### src/rtl/br_pc_pkg.sv
package br_pc_pkg;
  localparam int COND_W = 3;

  typedef enum logic [COND_W-1:0] {
    CC_OVF_SET   = 3'b000,
    CC_OVF_CLR   = 3'b001,
    CC_CARRY_SET = 3'b010,
    CC_CARRY_CLR = 3'b011,
    CC_NEG_SET   = 3'b100,
    CC_NEG_CLR   = 3'b101,
    CC_ZERO_SET  = 3'b110,
    CC_ZERO_CLR  = 3'b111
  } cond_t;

  typedef struct packed {
    logic ovf;
    logic carry;
    logic neg;
    logic zero;
  } flags_t;
endpackage

### src/rtl/flag_cond_eval.sv
module flag_cond_eval
  import br_pc_pkg::*;
(
  input  cond_t  cond_i,
  input  flags_t flags_i,
  output logic   hit_o
);
  localparam int NFLAG = 4;

  // Upper code bits pick the flag, bit 0 selects the "clear" polarity.
  logic [NFLAG-1:0] flag_vec;
  logic             sel_flag;

  assign flag_vec = {flags_i.zero, flags_i.neg, flags_i.carry, flags_i.ovf};
  assign sel_flag = flag_vec[cond_i[COND_W-1:1]];
  assign hit_o    = sel_flag ^ cond_i[0];
endmodule

### src/rtl/pc_seq_reg.sv
module pc_seq_reg #(
  parameter int PC_W = 16
) (
  input  logic            clk,
  input  logic            rst,
  input  logic            load_i,
  input  logic [PC_W-1:0] target_i,
  output logic [PC_W-1:0] pc_o
);
  localparam logic [PC_W-1:0] PC_RST = '0;
  localparam logic [PC_W-1:0] PC_INC = PC_W'(1);

  always_ff @(posedge clk) begin
    if (rst)         pc_o <= PC_RST;
    else if (load_i) pc_o <= target_i;
    else             pc_o <= pc_o + PC_INC;
  end

  // reset clears the counter
  p_reset_zero_r1: assert property (@(posedge clk) rst |=> pc_o == PC_RST);

  // sequential step with wrap
  p_step_r2: assert property (@(posedge clk) disable iff (rst)
    !load_i |=> pc_o == PC_W'($past(pc_o) + PC_INC));

  // loaded target appears after the edge
  p_load_target_r8: assert property (@(posedge clk) disable iff (rst)
    load_i |=> pc_o == $past(target_i));
endmodule

### src/rtl/br_pc_unit.sv
module br_pc_unit
  import br_pc_pkg::*;
#(
  parameter int PC_W = 16
) (
  input  logic              clk,
  input  logic              rst,
  input  logic              br_en_i,
  input  logic [COND_W-1:0] cond_i,
  input  logic              ovf_i,
  input  logic              carry_i,
  input  logic              neg_i,
  input  logic              zero_i,
  input  logic [PC_W-1:0]   target_i,
  output logic [PC_W-1:0]   pc_o,
  output logic              taken_o
);
  flags_t flags;
  logic   cond_hit;

  assign flags = '{ovf: ovf_i, carry: carry_i, neg: neg_i, zero: zero_i};

  flag_cond_eval u_eval (
    .cond_i (cond_t'(cond_i)),
    .flags_i(flags),
    .hit_o  (cond_hit)
  );

  assign taken_o = br_en_i & cond_hit;

  pc_seq_reg #(.PC_W(PC_W)) u_pc (
    .clk     (clk),
    .rst     (rst),
    .load_i  (taken_o),
    .target_i(target_i),
    .pc_o    (pc_o)
  );

  // no branch without enable
  p_idle_r9: assert property (@(posedge clk) disable iff (rst)
    !br_en_i |-> !taken_o);

  // overflow codes
  p_ovf_r4: assert property (@(posedge clk) disable iff (rst)
    (taken_o && cond_i[2:1] == 2'b00) |-> ovf_i == !cond_i[0]);

  // carry codes
  p_carry_r5: assert property (@(posedge clk) disable iff (rst)
    (taken_o && cond_i[2:1] == 2'b01) |-> carry_i == !cond_i[0]);

  // negative codes
  p_neg_r6: assert property (@(posedge clk) disable iff (rst)
    (taken_o && cond_i[2:1] == 2'b10) |-> neg_i == !cond_i[0]);

  // zero codes
  p_zero_r7: assert property (@(posedge clk) disable iff (rst)
    (taken_o && cond_i[2:1] == 2'b11) |-> zero_i == !cond_i[0]);
endmodule

### config.mk
export PLATFORM = sky130hd
export DESIGN_NAME = br_pc_unit
export DESIGN_NICKNAME = d
export VERILOG_FILES = /design/src/rtl/br_pc_pkg.sv /design/src/rtl/flag_cond_eval.sv /design/src/rtl/pc_seq_reg.sv /design/src/rtl/br_pc_unit.sv
export SDC_FILE = /design/constraint.sdc
export NUM_CORES = 1
export LEC_CHECK = 0
export BUFFER_PORTS_ARGS = -buffer_cell sky130_fd_sc_hd__buf_4
export CAP_MARGIN = 25
export CELL_PAD_IN_SITES_DETAIL_PLACEMENT = 1
export CELL_PAD_IN_SITES_GLOBAL_PLACEMENT = 2
export CORE_MARGIN = 2
export CORE_UTILIZATION = 22
export CTS_BUF_LIST = sky130_fd_sc_hd__clkbuf_8
export DETAILED_ROUTE_END_ITERATION = 7
export HOLD_SLACK_MARGIN = 0.08
export PLACE_DENSITY_LB_ADDON = 0.2
export SLEW_MARGIN = 40
export SYNTH_ARGS = -nofsm -noshare
export SYNTH_HDL_FRONTEND = slang
export SYNTH_HIERARCHICAL = 1
export SYNTH_SLANG_ARGS = --single-unit
### constraint.sdc
create_clock -name clk -period 1.8 [get_ports clk]
set_input_delay 0.09 -clock clk [delete_from_list [all_inputs] [get_ports clk]]
set_output_delay 0.09 -clock clk [all_outputs]
set_load 0.005 [all_outputs]
==> results of run 1 <==
cells in the mapped netlist:
cell type,n,area share
sky130_fd_sc_hd__o21ai_0,1,0.0058
sky130_fd_sc_hd__o31ai_1,1,0.0087
sky130_fd_sc_hd__mux2i_1,1,0.012
sky130_fd_sc_hd__ha_1,1,0.015
sky130_fd_sc_hd__nand3_1,7,0.041
sky130_fd_sc_hd__dfxtp_1,16,0.37
sky130_fd_sc_hd__a2111oi_0,1,0.010
sky130_fd_sc_hd__clkbuf_1,3,0.013
sky130_fd_sc_hd__a311oi_1,2,0.020
sky130_fd_sc_hd__inv_1,3,0.013
sky130_fd_sc_hd__xor2_1,4,0.041
sky130_fd_sc_hd__and2_1,1,0.0073
sky130_fd_sc_hd__or3_2,1,0.0087
sky130_fd_sc_hd__buf_4,1,0.0087
sky130_fd_sc_hd__or3_1,1,0.0073
sky130_fd_sc_hd__and3_1,1,0.0073
sky130_fd_sc_hd__or4_1,1,0.0087
sky130_fd_sc_hd__o21bai_1,1,0.0087
sky130_fd_sc_hd__mux4_2,1,0.026
sky130_fd_sc_hd__buf_6,1,0.013
sky130_fd_sc_hd__nor2b_1,1,0.0073
sky130_fd_sc_hd__a21oi_1,5,0.029
sky130_fd_sc_hd__nor2_1,13,0.057
sky130_fd_sc_hd__a211oi_1,7,0.061
sky130_fd_sc_hd__nand2_1,9,0.039
sky130_fd_sc_hd__nor3_1,5,0.029
sky130_fd_sc_hd__xnor2_1,8,0.081
sky130_fd_sc_hd__nor4_1,3,0.022
sky130_fd_sc_hd__nand4_2,1,0.015
sky130_fd_sc_hd__nand4_1,2,0.015
area by class of cell:
cell class / count / share of cell area
tap: 48 / 0.0426
sequential: 16 / 0.227
inverter: 3 / 0.00798
multi-input combinational: 79 / 0.359
clock buffer: 4 / 0.0390
timing repair buffer: 59 / 0.324
timing repair:
item	in CTS	in global routing
setup endpoints to repair	0	1
hold buffers	1	0
setup buffers	0	0
hold endpoints to repair	1	0
resized for setup	0	1
final timing paths:
path / slack (ns) / cells after the start / endpoint
worst min register to register: 0.55 / 2 / u_pc/pc_o[14]$_SDFF_PP0_
worst max register to register: 0.17 / 4 / u_pc/pc_o[14]$_SDFF_PP0_
worst max-delay path: 0.17 / 4 / u_pc/pc_o[14]$_SDFF_PP0_
worst min-delay path: 0.09 / 3 / u_pc/pc_o[1]$_SDFF_PP0_
cells by family (layout without fill, tap and decap cells):
| kind of cell | Yosys count | after routing | synth area share |
|---|---|---|---|
| muxes | 2 | 2 | 0.0377 |
| AOI/OAI and AO/OA | 18 | 18 | 0.144 |
| xor gates and xnor gates | 12 | 12 | 0.122 |
| DFF | 16 | 16 | 0.372 |
| adders and majority gates | 1 | 1 | 0.0145 |
| buffers and inverters | 8 | 66 | 0.0479 |
| and+or+nand+nor | 46 | 46 | 0.263 |
per-layer routing:
| metal | global-route usage | routed length, um |
|---|---|---|
| met5 | 0 | 0 |
| met3 | 0.0270 | 163 |
| met4 | 0.0306 | 8 |
| met1 | 0.152 | 1180 |
| met2 | 0.220 | 1240 |
stage by stage:
step	hold WS, ns	setup slack, ns	area [um2]
final	0.0923	0.174	1410
after global routing	0.0911	0.0353	1410
after CTS	0.0822	0.142	1410
after detailed placement	0.338	0.134	1340
after global placement	0.332	0.174	1340
after floorplan	0.162	0.0434	862
worst max-delay path: stages (launching register included):
cell,delay [ns]
sky130_fd_sc_hd__dfxtp_1,0.38
sky130_fd_sc_hd__nand4_2,0.14
sky130_fd_sc_hd__or3_1,0.37
sky130_fd_sc_hd__or4_1,0.40
sky130_fd_sc_hd__a311oi_1,0.25
cells in the final DEF (no fill, tap or decap):
master                          netlist  layout
sky130_fd_sc_hd__buf_4                1      57
sky130_fd_sc_hd__dfxtp_1             16      16
sky130_fd_sc_hd__nor2_1              13      13
sky130_fd_sc_hd__nand2_1              9       9
sky130_fd_sc_hd__xnor2_1              8       8
sky130_fd_sc_hd__nand3_1              7       7
sky130_fd_sc_hd__a211oi_1             7       7
sky130_fd_sc_hd__a21oi_1              5       5
sky130_fd_sc_hd__nor3_1               5       5
sky130_fd_sc_hd__clkbuf_8             0       4
sky130_fd_sc_hd__xor2_1               4       4
sky130_fd_sc_hd__inv_1                3       3
sky130_fd_sc_hd__a311oi_1             2       2
sky130_fd_sc_hd__nand4_1              2       2
sky130_fd_sc_hd__nor4_1               3       2
sky130_fd_sc_hd__and2_1               1       1
sky130_fd_sc_hd__dlygate4sd3_1        0       1
sky130_fd_sc_hd__mux4_2               1       1
sky130_fd_sc_hd__and3_1               1       1
sky130_fd_sc_hd__mux2i_1              1       1
sky130_fd_sc_hd__nand4_2              1       1
sky130_fd_sc_hd__or3_1                1       1
sky130_fd_sc_hd__or4_1                1       1
sky130_fd_sc_hd__o31ai_1              1       1
sky130_fd_sc_hd__o21bai_1             1       1
sky130_fd_sc_hd__nor4_2               0       1
sky130_fd_sc_hd__nor2b_1              1       1
sky130_fd_sc_hd__a2111oi_0            1       1
sky130_fd_sc_hd__o21ai_0              1       1
sky130_fd_sc_hd__or3_2                1       1
sky130_fd_sc_hd__ha_1                 1       1
sky130_fd_sc_hd__buf_12               0       1
power by group:
group          internal [mW]  switching [mW]  leakage [nW]  total (mW)
Clock                  0.194           0.131        0.0288       0.325
Combinational          0.171           0.114         0.431       0.285
Sequential             0.392          0.0330         0.132       0.425
==> reports/metrics.cfg, run 1 <==
[outcome]
outcome = completed

[logic_synthesis]
syn-mean-instance-area_um2 = 8.37
postSynthNetCount = 130
synth.yosys.seq_area_share = 0.372
total_of_warnings_raised_by_yosys = 6
synthesis.area_um2 = 862
synth_seq_cells = 16
cells_after_synthesis = 103
ys_types = 30

[timing]
setup_violations = 0
rsz_0062_raised_after_global_routing = no
final_min_period_over_clock_period = 0.903
clock_skew_ns = 0.00129
max_freq_ghz = 0.615
hold_violations = 0
final_max_slew_viol_count = 0
post-route-min-period_ns = 1.63
setup_total_negative_slack_ns = 0
worst_slew_pin_slew_ns = 0.371
slew-limit-headroom = 0.751

[grt]
grt_usage = 0.124
first_pass_grt_wire_length_um = 4260
grt_overflow_total = 0
number_of_global_route_vias_before_repair = 980
grt_max_degree = 17
antenna_violations_before_repair = 0

[routing]
postRouteAntennaNets = 0
drt-initial-drc-count = 14
drtPass1Iterations = 4
detail_route.drc_violations = 0
routed_via_density = 4.63
route.detailed.wl_per_inst_um = 12.4
route.vias.total = 967
final_wirelength_um = 2590

[die]
chipWidth_um = 66.6
pin_count = 43
die_area_um2 = 4440
die_height_um = 66.6
core_um2 = 3720
rows = 22
initial_utilization = 0.232

[worst_setup_path]
timing.critical_path.to_type = register
timing.critical_path.arrival_ns = 1.79
peak_fanout_along_the_critical_path = 3
worst-setup-path-type = reg -> reg
setup.worst_path.start = u_pc/pc_o[10]$_SDFF_PP0_
cp-start-kind = register
regToRegStartpoint = u_pc/pc_o[10]$_SDFF_PP0_
required_ns = 1.96

[place]
placed_cells = 204
hpwl_um = 2080
io_buffer_count = 42
finalWeightedCongestion = 0.785

[cells_and_area]
filler_cell_count = 437
fin_nets = 189
final_layout_size_suffix_gt1_frac = 0.410
flip_flop_count_of_the_largest_register_all_copies_and_words_added = 16
stdcell_count = 209
syn2layout_area_growth_pct = 63.7
max_flop_register = u_pc/pc_o
final_core_utilization = 0.380
sequential_cell_area_um2 = 320
multiInputGateArea_um2 = 507
n_antenna_cell = 0
top_regs = u_pc/pc_o (16)

[pwr]
power_mw = 1.03
cellPowerDensity_nw_per_um2 = 733
leakage_nw = 0.592
vdd_drop_max_mv = 0.219

[cts]
cts_tree = done
htree_levels = 1
cts.clk_slew.worst_paths_ns = 0.07
clk_path_buf_depth = 2
insertion_delay_ns = 0.25
clock-root-buffer = sky130_fd_sc_hd__clkbuf_8
clock_sink_count = 16
numCtsBuffers = 3

[job]
max_cap_viol_count = 0

[hold_path]
hold_path_startpoint = target_i[1]
holdCritPathClass = in -> reg

Note: power is estimated with default switching activity, not from simulation.
==> run 2, diff against run 1 <==
--- a/config.mk
+++ b/config.mk
@@ -5,6 +5,7 @@
 export SDC_FILE = /design/constraint.sdc
 export NUM_CORES = 1
 export LEC_CHECK = 0
+export ABC_AREA = 1
 export BUFFER_PORTS_ARGS = -buffer_cell sky130_fd_sc_hd__buf_4
 export CAP_MARGIN = 25
 export CELL_PAD_IN_SITES_DETAIL_PLACEMENT = 1
==> run 2 against run 1 <==
  * Worst hold slack better by 0.043 ns
  * Non-clock buffer count is 16 lower
  * Setup slack better by 0.22 ns
  * Register-to-register slack better by 0.22 ns
  * Utilization is 6.2 points lower
  * First-iteration DRC count is 29% higher
  * Combinational power is 19% lower
  * Routed wire length is 25% higher
==> reports/metrics.cfg, run 2 <==
[pwr]
p_sw_frac = 0.288  ; was 0.269
pwr-share-clk = 0.331  ; was 0.314
cellInternalPower_uw = 706  ; was 757 uW
share_seq_of_total_power = 0.437  ; was 0.411
leakage_nw = 0.808  ; was 0.592 nW
comb_power_share = 0.232  ; was 0.275
vdd_drop_max_mv = 0.192  ; was 0.219 mV
cellPowerDensity_nw_per_um2 = 665  ; was 733 nW/um2
p_switching_uw = 286  ; was 278 uW

[logic_synthesis]
postSynthNetCount = 201  ; was 130
post-synth-top-area-cell = sky130_fd_sc_hd__dfxtp_1  ; unchanged
synth.yosys.seq_area_share = 0.303  ; was 0.372
ys.flop_type = sky130_fd_sc_hd__dfxtp_1  ; unchanged
post-synth-top-count-cell = sky130_fd_sc_hd__nand2_1  ; was sky130_fd_sc_hd__dfxtp_1
total_of_warnings_raised_by_yosys = 6  ; unchanged
cells_after_synthesis = 174  ; was 103
synthesis.area_um2 = 1060  ; was 862 um2
ys_types = 21  ; was 30
synth_top_area_share = 0.303  ; was 0.372
syn-mean-instance-area_um2 = 6.08  ; was 8.37 um2
ys_top_cells_by_count = sky130_fd_sc_hd__nand2_1 (37), sky130_fd_sc_hd__nor2_1 (35), sky130_fd_sc_hd__inv_1 (30), sky130_fd_sc_hd__dfxtp_1 (16), sky130_fd_sc_hd__nand3_1 (13)  ; was sky130_fd_sc_hd__dfxtp_1 (16), sky130_fd_sc_hd__nor2_1 (13), sky130_fd_sc_hd__nand2_1 (9), sky130_fd_sc_hd__xnor2_1 (8)
synthTopCellsByArea = sky130_fd_sc_hd__dfxtp_1 (30%), sky130_fd_sc_hd__nand2_1 (13%), sky130_fd_sc_hd__nor2_1 (12%)  ; was sky130_fd_sc_hd__dfxtp_1 (37%), sky130_fd_sc_hd__xnor2_1 (8.1%), sky130_fd_sc_hd__a211oi_1 (6.1%)
synth_async_sr_flop_share = 0  ; unchanged
synth_seq_cells = 16  ; unchanged
synth_edf_count = 0  ; unchanged

[worst_setup_path]
timing.critical_path.to_type = register  ; unchanged
worst-setup-path-type = reg -> reg  ; unchanged
critPathMaxStageDelay_ns = 0.43  ; was 0.40 ns
crit_cells = 8  ; was 4
critical_path.cell_chain = ha_1 > nand3_2 > nor2_2 > nand3_1 > nand2_1 > nand3_1 > nand2_1 > inv_1  ; was nand4_2 > or3_1 > or4_1 > a311oi_1
timing.critical_path.slowest_stage_cell = sky130_fd_sc_hd__dfxtp_1  ; was sky130_fd_sc_hd__or4_1
reg2regPathDepth = 8  ; was 4
timing.critical_path.arrival_ns = 1.56  ; was 1.79 ns
worst_path_dominant_cell_family = simple AND/OR/NAND/NOR gates  ; unchanged
required_ns = 1.95  ; was 1.96 ns
peak_fanout_along_the_critical_path = 5  ; was 3
cp-start-kind = register  ; unchanged
critical_path.n_buffers_inverters = 1  ; was 0

[timing]
slew-limit-headroom = 0.702  ; was 0.751
worst_slew_pin_slew_ns = 0.447  ; was 0.371 ns
setup_total_negative_slack_ns = 0  ; unchanged
hold_violations = 0  ; unchanged
clock_skew_ns = 0.00149  ; was 0.00129 ns
final_min_period_over_clock_period = 0.782  ; was 0.903
rsz_0062_raised_after_global_routing = no  ; unchanged
max_freq_ghz = 0.710  ; was 0.615 GHz
post-route-min-period_ns = 1.41  ; was 1.63 ns
final_max_slew_viol_count = 0  ; unchanged
worst_slack_ns = 0.392  ; was 0.174 ns
setup_violations = 0  ; unchanged

[cells_and_area]
final_cell_mix = sky130_fd_sc_hd__buf_4 (42), sky130_fd_sc_hd__nand2_1 (37), sky130_fd_sc_hd__nor2_1 (35), sky130_fd_sc_hd__inv_1 (30), sky130_fd_sc_hd__dfxtp_1 (16)  ; was sky130_fd_sc_hd__buf_4 (57), sky130_fd_sc_hd__dfxtp_1 (16), sky130_fd_sc_hd__nor2_1 (13), sky130_fd_sc_hd__nand2_1 (9), sky130_fd_sc_hd__xnor2_1 (8)
layout.cells.most_common = sky130_fd_sc_hd__buf_4  ; unchanged
fin_nets = 246  ; was 189
final_layout_size_suffix_gt1_frac = 0.280  ; was 0.410
flip_flop_count_of_the_largest_register_all_copies_and_words_added = 16  ; unchanged
syn2layout_area_growth_pct = 41.0  ; was 63.7%
top_regs = u_pc/pc_o (16)  ; unchanged
stdcell_count = 272  ; was 209
max_flop_register = u_pc/pc_o  ; unchanged
n_antenna_cell = 0  ; unchanged

[job]
max_cap_viol_count = 0  ; unchanged

[routing]
routed_via_density = 4.38  ; was 4.63
drtPass1Iterations = 4  ; unchanged
route.vias.total = 1191  ; was 967
postRouteAntennaNets = 0  ; unchanged
drt-initial-drc-count = 18  ; was 14
detail_route.drc_violations = 0  ; unchanged
detailroute.wirelength.met2_um = 1620  ; was 1240 um
final_wirelength_um = 3220  ; was 2590 um
met3_wirelength_um = 107  ; was 163 um
route.detailed.wl_per_inst_um = 11.9  ; was 12.4 um
top_signal_layer_used = met4  ; unchanged
detail_route.wirelength.met1_um = 1470  ; was 1180 um

[die]
die_height_um = 73.4  ; was 66.6 um
rows = 25  ; was 22
chipWidth_um = 73.4  ; was 66.6 um
pin_count = 43  ; unchanged
core_um2 = 4690  ; was 3720 um2
die_area_um2 = 5380  ; was 4440 um2
initial_utilization = 0.226  ; was 0.232

[outcome]
outcome = completed  ; unchanged

[grt]
number_of_global_route_vias_before_repair = 1195  ; was 980
antenna_violations_before_repair = 0  ; unchanged
grt_usage = 0.126  ; was 0.124
grt_overflow_total = 0  ; unchanged
first_pass_grt_wire_length_um = 5330  ; was 4260 um
grt_max_degree = 27  ; was 17

[cts]
clock-root-buffer = sky130_fd_sc_hd__clkbuf_8  ; unchanged
cts_tree = done  ; unchanged
clock_sink_count = 16  ; unchanged
numCtsBuffers = 3  ; unchanged
post_cts_resized = 0  ; unchanged
htree_levels = 1  ; unchanged
insertion_delay_ns = 0.25  ; about the same
postCtsSetupBuffers = 0  ; unchanged
cts.clk_slew.worst_paths_ns = 0.07  ; about the same
clk_path_buf_depth = 2  ; unchanged

[place]
hpwl_um = 2560  ; was 2080 um
finalWeightedCongestion = 0.711  ; was 0.785
preCtsSetupSlack_ns = 0.232  ; was 0.134 ns
placed_cells = 267  ; was 204
io_buffer_count = 42  ; unchanged

[hold_path]
hold_depth = 3  ; unchanged
holdCritPathClass = in -> reg  ; unchanged

## run 2: changes by cell type after synthesis, moves of 4 or more
cell                       delta
sky130_fd_sc_hd__nand2_1     +28
sky130_fd_sc_hd__inv_1       +27
sky130_fd_sc_hd__nor2_1      +22
sky130_fd_sc_hd__a211oi_1     -7
sky130_fd_sc_hd__nand3_1      +6
sky130_fd_sc_hd__xnor2_1      -6
sky130_fd_sc_hd__nor3_1       -5
sky130_fd_sc_hd__o21ai_0      +5
sky130_fd_sc_hd__o21ai_1      +5
sky130_fd_sc_hd__a21oi_1      -4
sky130_fd_sc_hd__nand2_2      +4
sky130_fd_sc_hd__nor2_2       +4
## run 2: power groups by stage
stage | sequential, mW | combinational [mW] | clock [mW]
floorplan | 0.436 | 0.109 | 0
global placement | 0.442 | 0.225 | 0
detailed placement | 0.444 | 0.234 | 0
CTS | 0.436 | 0.237 | 0.352
global route | 0.443 | 0.261 | 0.363
finish | 0.434 | 0.231 | 0.328
## run 2: path summary, 6_finish.rpt
path,start,end,slack [ns]
max,u_pc/pc_o[0]$_SDFF_PP0_,u_pc/pc_o[14]$_SDFF_PP0_,0.39
min,target_i[0],u_pc/pc_o[0]$_SDFF_PP0_,0.14
max reg2reg,u_pc/pc_o[0]$_SDFF_PP0_,u_pc/pc_o[14]$_SDFF_PP0_,0.39
min reg2reg,u_pc/pc_o[9]$_SDFF_PP0_,u_pc/pc_o[9]$_SDFF_PP0_,0.55
## run 2: metal layers
layer | global-route usage | vias to the layer above
met5 | 0 | -
met4 | 0.0444 | 0
met3 | 0.0247 | 2
met2 | 0.213 | 24
met1 | 0.159 | 550
li1 | - | 615
## run 2: area by class of cell
type | count | area [um2]
Inverter | 32 | 120
Fill cell | 625 | 3200
Multi-Input combinational cell | 123 | 604
Sequential cell | 16 | 320
Tap cell | 54 | 67.6
Timing Repair Buffer | 43 | 325
Clock buffer | 4 | 55.1
## run 2: logic make-up (layout without fill, tap and decap cells)
family | after synthesis | count (layout) | synth area share
flip-flops | 16 | 16 | 0.303
AND/OR/NAND/NOR | 102 | 102 | 0.439
XOR/XNOR | 7 | 7 | 0.0579
buffers and inverters | 35 | 79 | 0.126
AO/OA/AOI/OAI | 13 | 13 | 0.0626
adder cells (fa/ha/maj) | 1 | 1 | 0.0118
## run 2: repair_timing
item,CTS,global route
hold endpoints to repair,1,0
setup endpoints to repair,0,0
hold buffers,1,0
## run 2: tightest hold or removal path, stage by stage
cell and delay [ns]:
sky130_fd_sc_hd__buf_4 0.07, sky130_fd_sc_hd__o21ai_0 0.07, sky130_fd_sc_hd__a21oi_1 0.11
## run 2: stage by stage
stage / util / instance area, um2 / hold slack (ns) / total power, mW
after global placement: 0.304 / 1430 / 0.323 / 0.667
after floorplan: - / 1060 / 0.225 / 0.544
after global routing: 0.318 / 1490 / 0.151 / 1.07
after CTS: 0.318 / 1490 / 0.134 / 1.02
final: 0.318 / 1490 / 0.135 / 0.992
after detailed placement: 0.304 / 1430 / 0.336 / 0.678
==> run 3, diff against run 2 <==
==> constraint.sdc (replaced) <==
create_clock -name clk -period 1.1 [get_ports clk]
set_input_delay 0.055 -clock clk [delete_from_list [all_inputs] [get_ports clk]]
set_output_delay 0.055 -clock clk [all_outputs]
set_load 0.005 [all_outputs]
==> run 3 against run 2 <==
  * The run now ends with setup timing left
  * Clock skew is 0.0068 ns higher
  * Utilization is 7.5 points higher
  * Power is 71% higher
  * Setup slack worse by 0.49 ns
  * Highest routed layer unchanged
==> reports/metrics.cfg, run 3 (same netlist as run 2, synthesis figures left out) <==
[worst_setup_path]
timing.critical_path.arrival_ns = 1.36  ; was 1.56 ns
reg2regPathDepth = 8  ; unchanged
critical_path.endpoint = u_pc/pc_o[12]$_SDFF_PP0_  ; was u_pc/pc_o[14]$_SDFF_PP0_
cp_common_cell = sky130_fd_sc_hd__nand2_1
timing.critical_path.slowest_stage_cell = sky130_fd_sc_hd__dfxtp_1  ; unchanged
peak_fanout_along_the_critical_path = 3  ; was 5
regToRegStartpoint = u_pc/pc_o[9]$_SDFF_PP0_  ; was u_pc/pc_o[0]$_SDFF_PP0_
timing.critical_path.to_type = register  ; unchanged
worst_path_dominant_cell_family = simple AND/OR/NAND/NOR gates  ; unchanged
required_ns = 1.26  ; was 1.95 ns
crit_cells = 8  ; unchanged
critical_path.cell_chain = buf_4 > nand2_1 > nor2_1 > nand3_2 > nand2_1 > nand3_1 > nand2_1 > inv_1  ; was ha_1 > nand3_2 > nor2_2 > nand3_1 > nand2_1 > nand3_1 > nand2_1 > inv_1
critPathMaxStageDelay_ns = 0.36  ; was 0.43 ns
setup.worst_path.start = u_pc/pc_o[9]$_SDFF_PP0_  ; was u_pc/pc_o[0]$_SDFF_PP0_
critical_path.n_buffers_inverters = 2  ; was 1
worst-setup-path-type = reg -> reg  ; unchanged
crit-reg2reg-capture = u_pc/pc_o[12]$_SDFF_PP0_  ; was u_pc/pc_o[14]$_SDFF_PP0_
setup.reg_to_reg.worst_slack_ns = -0.10  ; was 0.39 ns
cp-start-kind = register  ; unchanged

[cells_and_area]
flip_flop_count_of_the_largest_register_all_copies_and_words_added = 16  ; unchanged
layout.cells.most_common = sky130_fd_sc_hd__buf_4  ; unchanged
fin_nets = 270  ; was 246
final_cell_mix = sky130_fd_sc_hd__buf_4 (63), sky130_fd_sc_hd__nand2_1 (31), sky130_fd_sc_hd__nor2_1 (30), sky130_fd_sc_hd__inv_1 (29), sky130_fd_sc_hd__nand3_1 (11)  ; was sky130_fd_sc_hd__buf_4 (42), sky130_fd_sc_hd__nand2_1 (37), sky130_fd_sc_hd__nor2_1 (35), sky130_fd_sc_hd__inv_1 (30), sky130_fd_sc_hd__dfxtp_1 (16)
syn2layout_area_growth_pct = 74.3  ; was 41.0%
top_regs = u_pc/pc_o (16)  ; unchanged
final_non_filler_cell_area_um2 = 1850  ; was 1490 um2
final_layout_size_suffix_gt1_frac = 0.471  ; was 0.280
max_flop_register = u_pc/pc_o  ; unchanged
final_core_utilization = 0.393  ; was 0.318
n_antenna_cell = 0  ; unchanged
filler_cell_count = 613  ; was 625

[timing]
setup_violations = 8  ; was 0
final_max_slew_viol_count = 0  ; unchanged
slew-limit-headroom = 0.847  ; was 0.702
final_min_period_over_clock_period = 1.09  ; was 0.782
max_freq_ghz = 0.833  ; was 0.710 GHz
hold_violations = 0  ; unchanged
worst_slew_pin_slew_ns = 0.227  ; was 0.447 ns
worst_slack_ns = -0.100  ; was 0.392 ns
clock_skew_ns = 0.00826  ; was 0.00149 ns
rsz_0062_raised_after_global_routing = yes  ; was no
post-route-min-period_ns = 1.20  ; was 1.41 ns

[pwr]
vdd_drop_max_mv = 0.342  ; was 0.192 mV
cellPowerDensity_nw_per_um2 = 920  ; was 665 nW/um2
pwr-share-clk = 0.270  ; was 0.331
leakage_nw = 1.02  ; was 0.808 nW
cellInternalPower_mw = 1.19  ; was 706 uW
p_sw_frac = 0.302  ; was 0.288
p_switching_uw = 512  ; was 286 uW
share_seq_of_total_power = 0.423  ; was 0.437
comb_power_share = 0.308  ; was 0.232

[routing]
route.detailed.wl_per_inst_um = 12.5  ; was 11.9 um
routed_via_density = 4.45  ; was 4.38
drt-initial-drc-count = 19  ; was 18
postRouteAntennaNets = 0  ; unchanged
detail_route.drc_violations = 0  ; unchanged
drtPass1Iterations = 4  ; unchanged
final_wirelength_um = 3710  ; was 3220 um
route.vias.total = 1318  ; was 1,191

[place]
hpwl_um = 2930  ; was 2560 um
io_buffer_count = 42  ; unchanged
finalWeightedCongestion = 0.736  ; was 0.711
placement.cell_area_um2 = 1640  ; was 1430 um2

[cts]
htree_levels = 1  ; unchanged
clk_path_buf_depth = 2  ; unchanged
numCtsBuffers = 3  ; unchanged
clock-root-buffer = sky130_fd_sc_hd__clkbuf_8  ; unchanged
cts.clk_slew.worst_paths_ns = 0.07  ; about the same
cts_tree = done  ; unchanged
clock_sink_count = 16  ; unchanged
insertion_delay_ns = 0.25  ; about the same

[die]
initial_utilization = 0.226  ; unchanged
pin_count = 43  ; unchanged
die_height_um = 73.4  ; unchanged
core_um2 = 4690  ; unchanged
die_area_um2 = 5380  ; unchanged
rows = 25  ; unchanged
chipWidth_um = 73.4  ; unchanged

[job]
max_cap_viol_count = 0  ; unchanged

[grt]
grt_overflow_total = 0  ; unchanged
first_pass_grt_wire_length_um = 6040  ; was 5330 um
number_of_global_route_vias_before_repair = 1327  ; was 1,195
grt_usage = 0.147  ; was 0.126
grt_max_degree = 17  ; was 27
antenna_violations_before_repair = 0  ; unchanged

[outcome]
outcome = complete, but fails checks  ; was completed
failed_checks = setup timing

[hold_path]
holdCritPathClass = in -> reg  ; unchanged

==> run 3: changes by cell type in the layout (fill, tap and decap cells not counted), sizes merged <==
cell and change:
clkbuf -1, buf +24, inv +1
==> run 3: layout make-up <==
class / instances / area (um2) / share of cell area
well taps: 54 / 67.6 / 0.0366
clock buffers: 3 / 41.3 / 0.0224
clock inverters: 1 / 3.75 / 0.00203
inverters: 32 / 123 / 0.0664
repair buffers: 67 / 534 / 0.289
multi-input cells: 123 / 726 / 0.393
flip-flops and latches: 16 / 350 / 0.190
==> run 3: what timing repair did <==
item,in CTS,in global routing
endpoints found under the setup margin,12,14
gates resized for setup,20,22
hold buffers,1,0
pin swaps,8,15
hold endpoints to repair,1,0
setup buffers,3,2
==> run 3: power groups by stage <==
stage / Combinational, mW / Clock (mW) / Sequential (mW)
2_1_floorplan: 0.184 / 0 / 0.724
3_3_place_gp: 0.491 / 0 / 0.714
3_5_place_dp: 0.511 / 0 / 0.719
4_1_cts: 0.523 / 0.478 / 0.712
5_1_grt: 0.588 / 0.508 / 0.728
6_report: 0.522 / 0.458 / 0.718
==> run 3: how the worst min path moves through the flow <==
stage | startpoint | to | cells after the start
6_report | target_i[2] | u_pc/pc_o[2]$_SDFF_PP0_ | 5
5_1_grt | target_i[10] | u_pc/pc_o[10]$_SDFF_PP0_ | 5
4_1_cts | target_i[8] | u_pc/pc_o[8]$_SDFF_PP0_ | 5
3_5_place_dp | target_i[1] | u_pc/pc_o[1]$_SDFF_PP0_ | 3
3_3_place_gp | target_i[1] | u_pc/pc_o[1]$_SDFF_PP0_ | 3
2_1_floorplan | target_i[1] | u_pc/pc_o[1]$_SDFF_PP0_ | 2
==> run 3: worst register-to-register path: stages (launching register included) <==
cell and delay [ns]:
sky130_fd_sc_hd__dfxtp_1 0.36, sky130_fd_sc_hd__buf_4 0.13, sky130_fd_sc_hd__nand2_1 0.07, sky130_fd_sc_hd__nor2_1 0.20, sky130_fd_sc_hd__nand3_2 0.10, sky130_fd_sc_hd__nand2_1 0.08
sky130_fd_sc_hd__nand3_1 0.06, sky130_fd_sc_hd__nand2_1 0.07, sky130_fd_sc_hd__inv_1 0.03
==> run 3: per-layer routing <==
| metal | GRT usage | share of wire | vias to the layer above |
|---|---|---|---|
| met1 | 0.177 | 0.44 | 621 |
| met4 | 0.0485 | 0.011 | 0 |
| met5 | 0 | 0 | - |
| met3 | 0.0219 | 0.031 | 4 |
| li1 | - | - | 667 |
| met2 | 0.264 | 0.52 | 26 |
==> run 3: stage by stage <==
stage / setup slack, ns / setup TNS [ns] / power [mW] / hold slack, ns / std cells
after floorplan: -0.0145 / -0.0238 / 0.908 / 0.189 / 174
after global placement: -0.113 / -0.771 / 1.21 / 0.290 / 287
after detailed placement: -0.160 / -1.82 / 1.23 / 0.306 / 287
after CTS: -0.120 / -0.670 / 1.71 / 0.112 / 295
after global routing: -0.183 / -1.62 / 1.82 / 0.127 / 296
final: -0.100 / -0.512 / 1.70 / 0.114 / 296
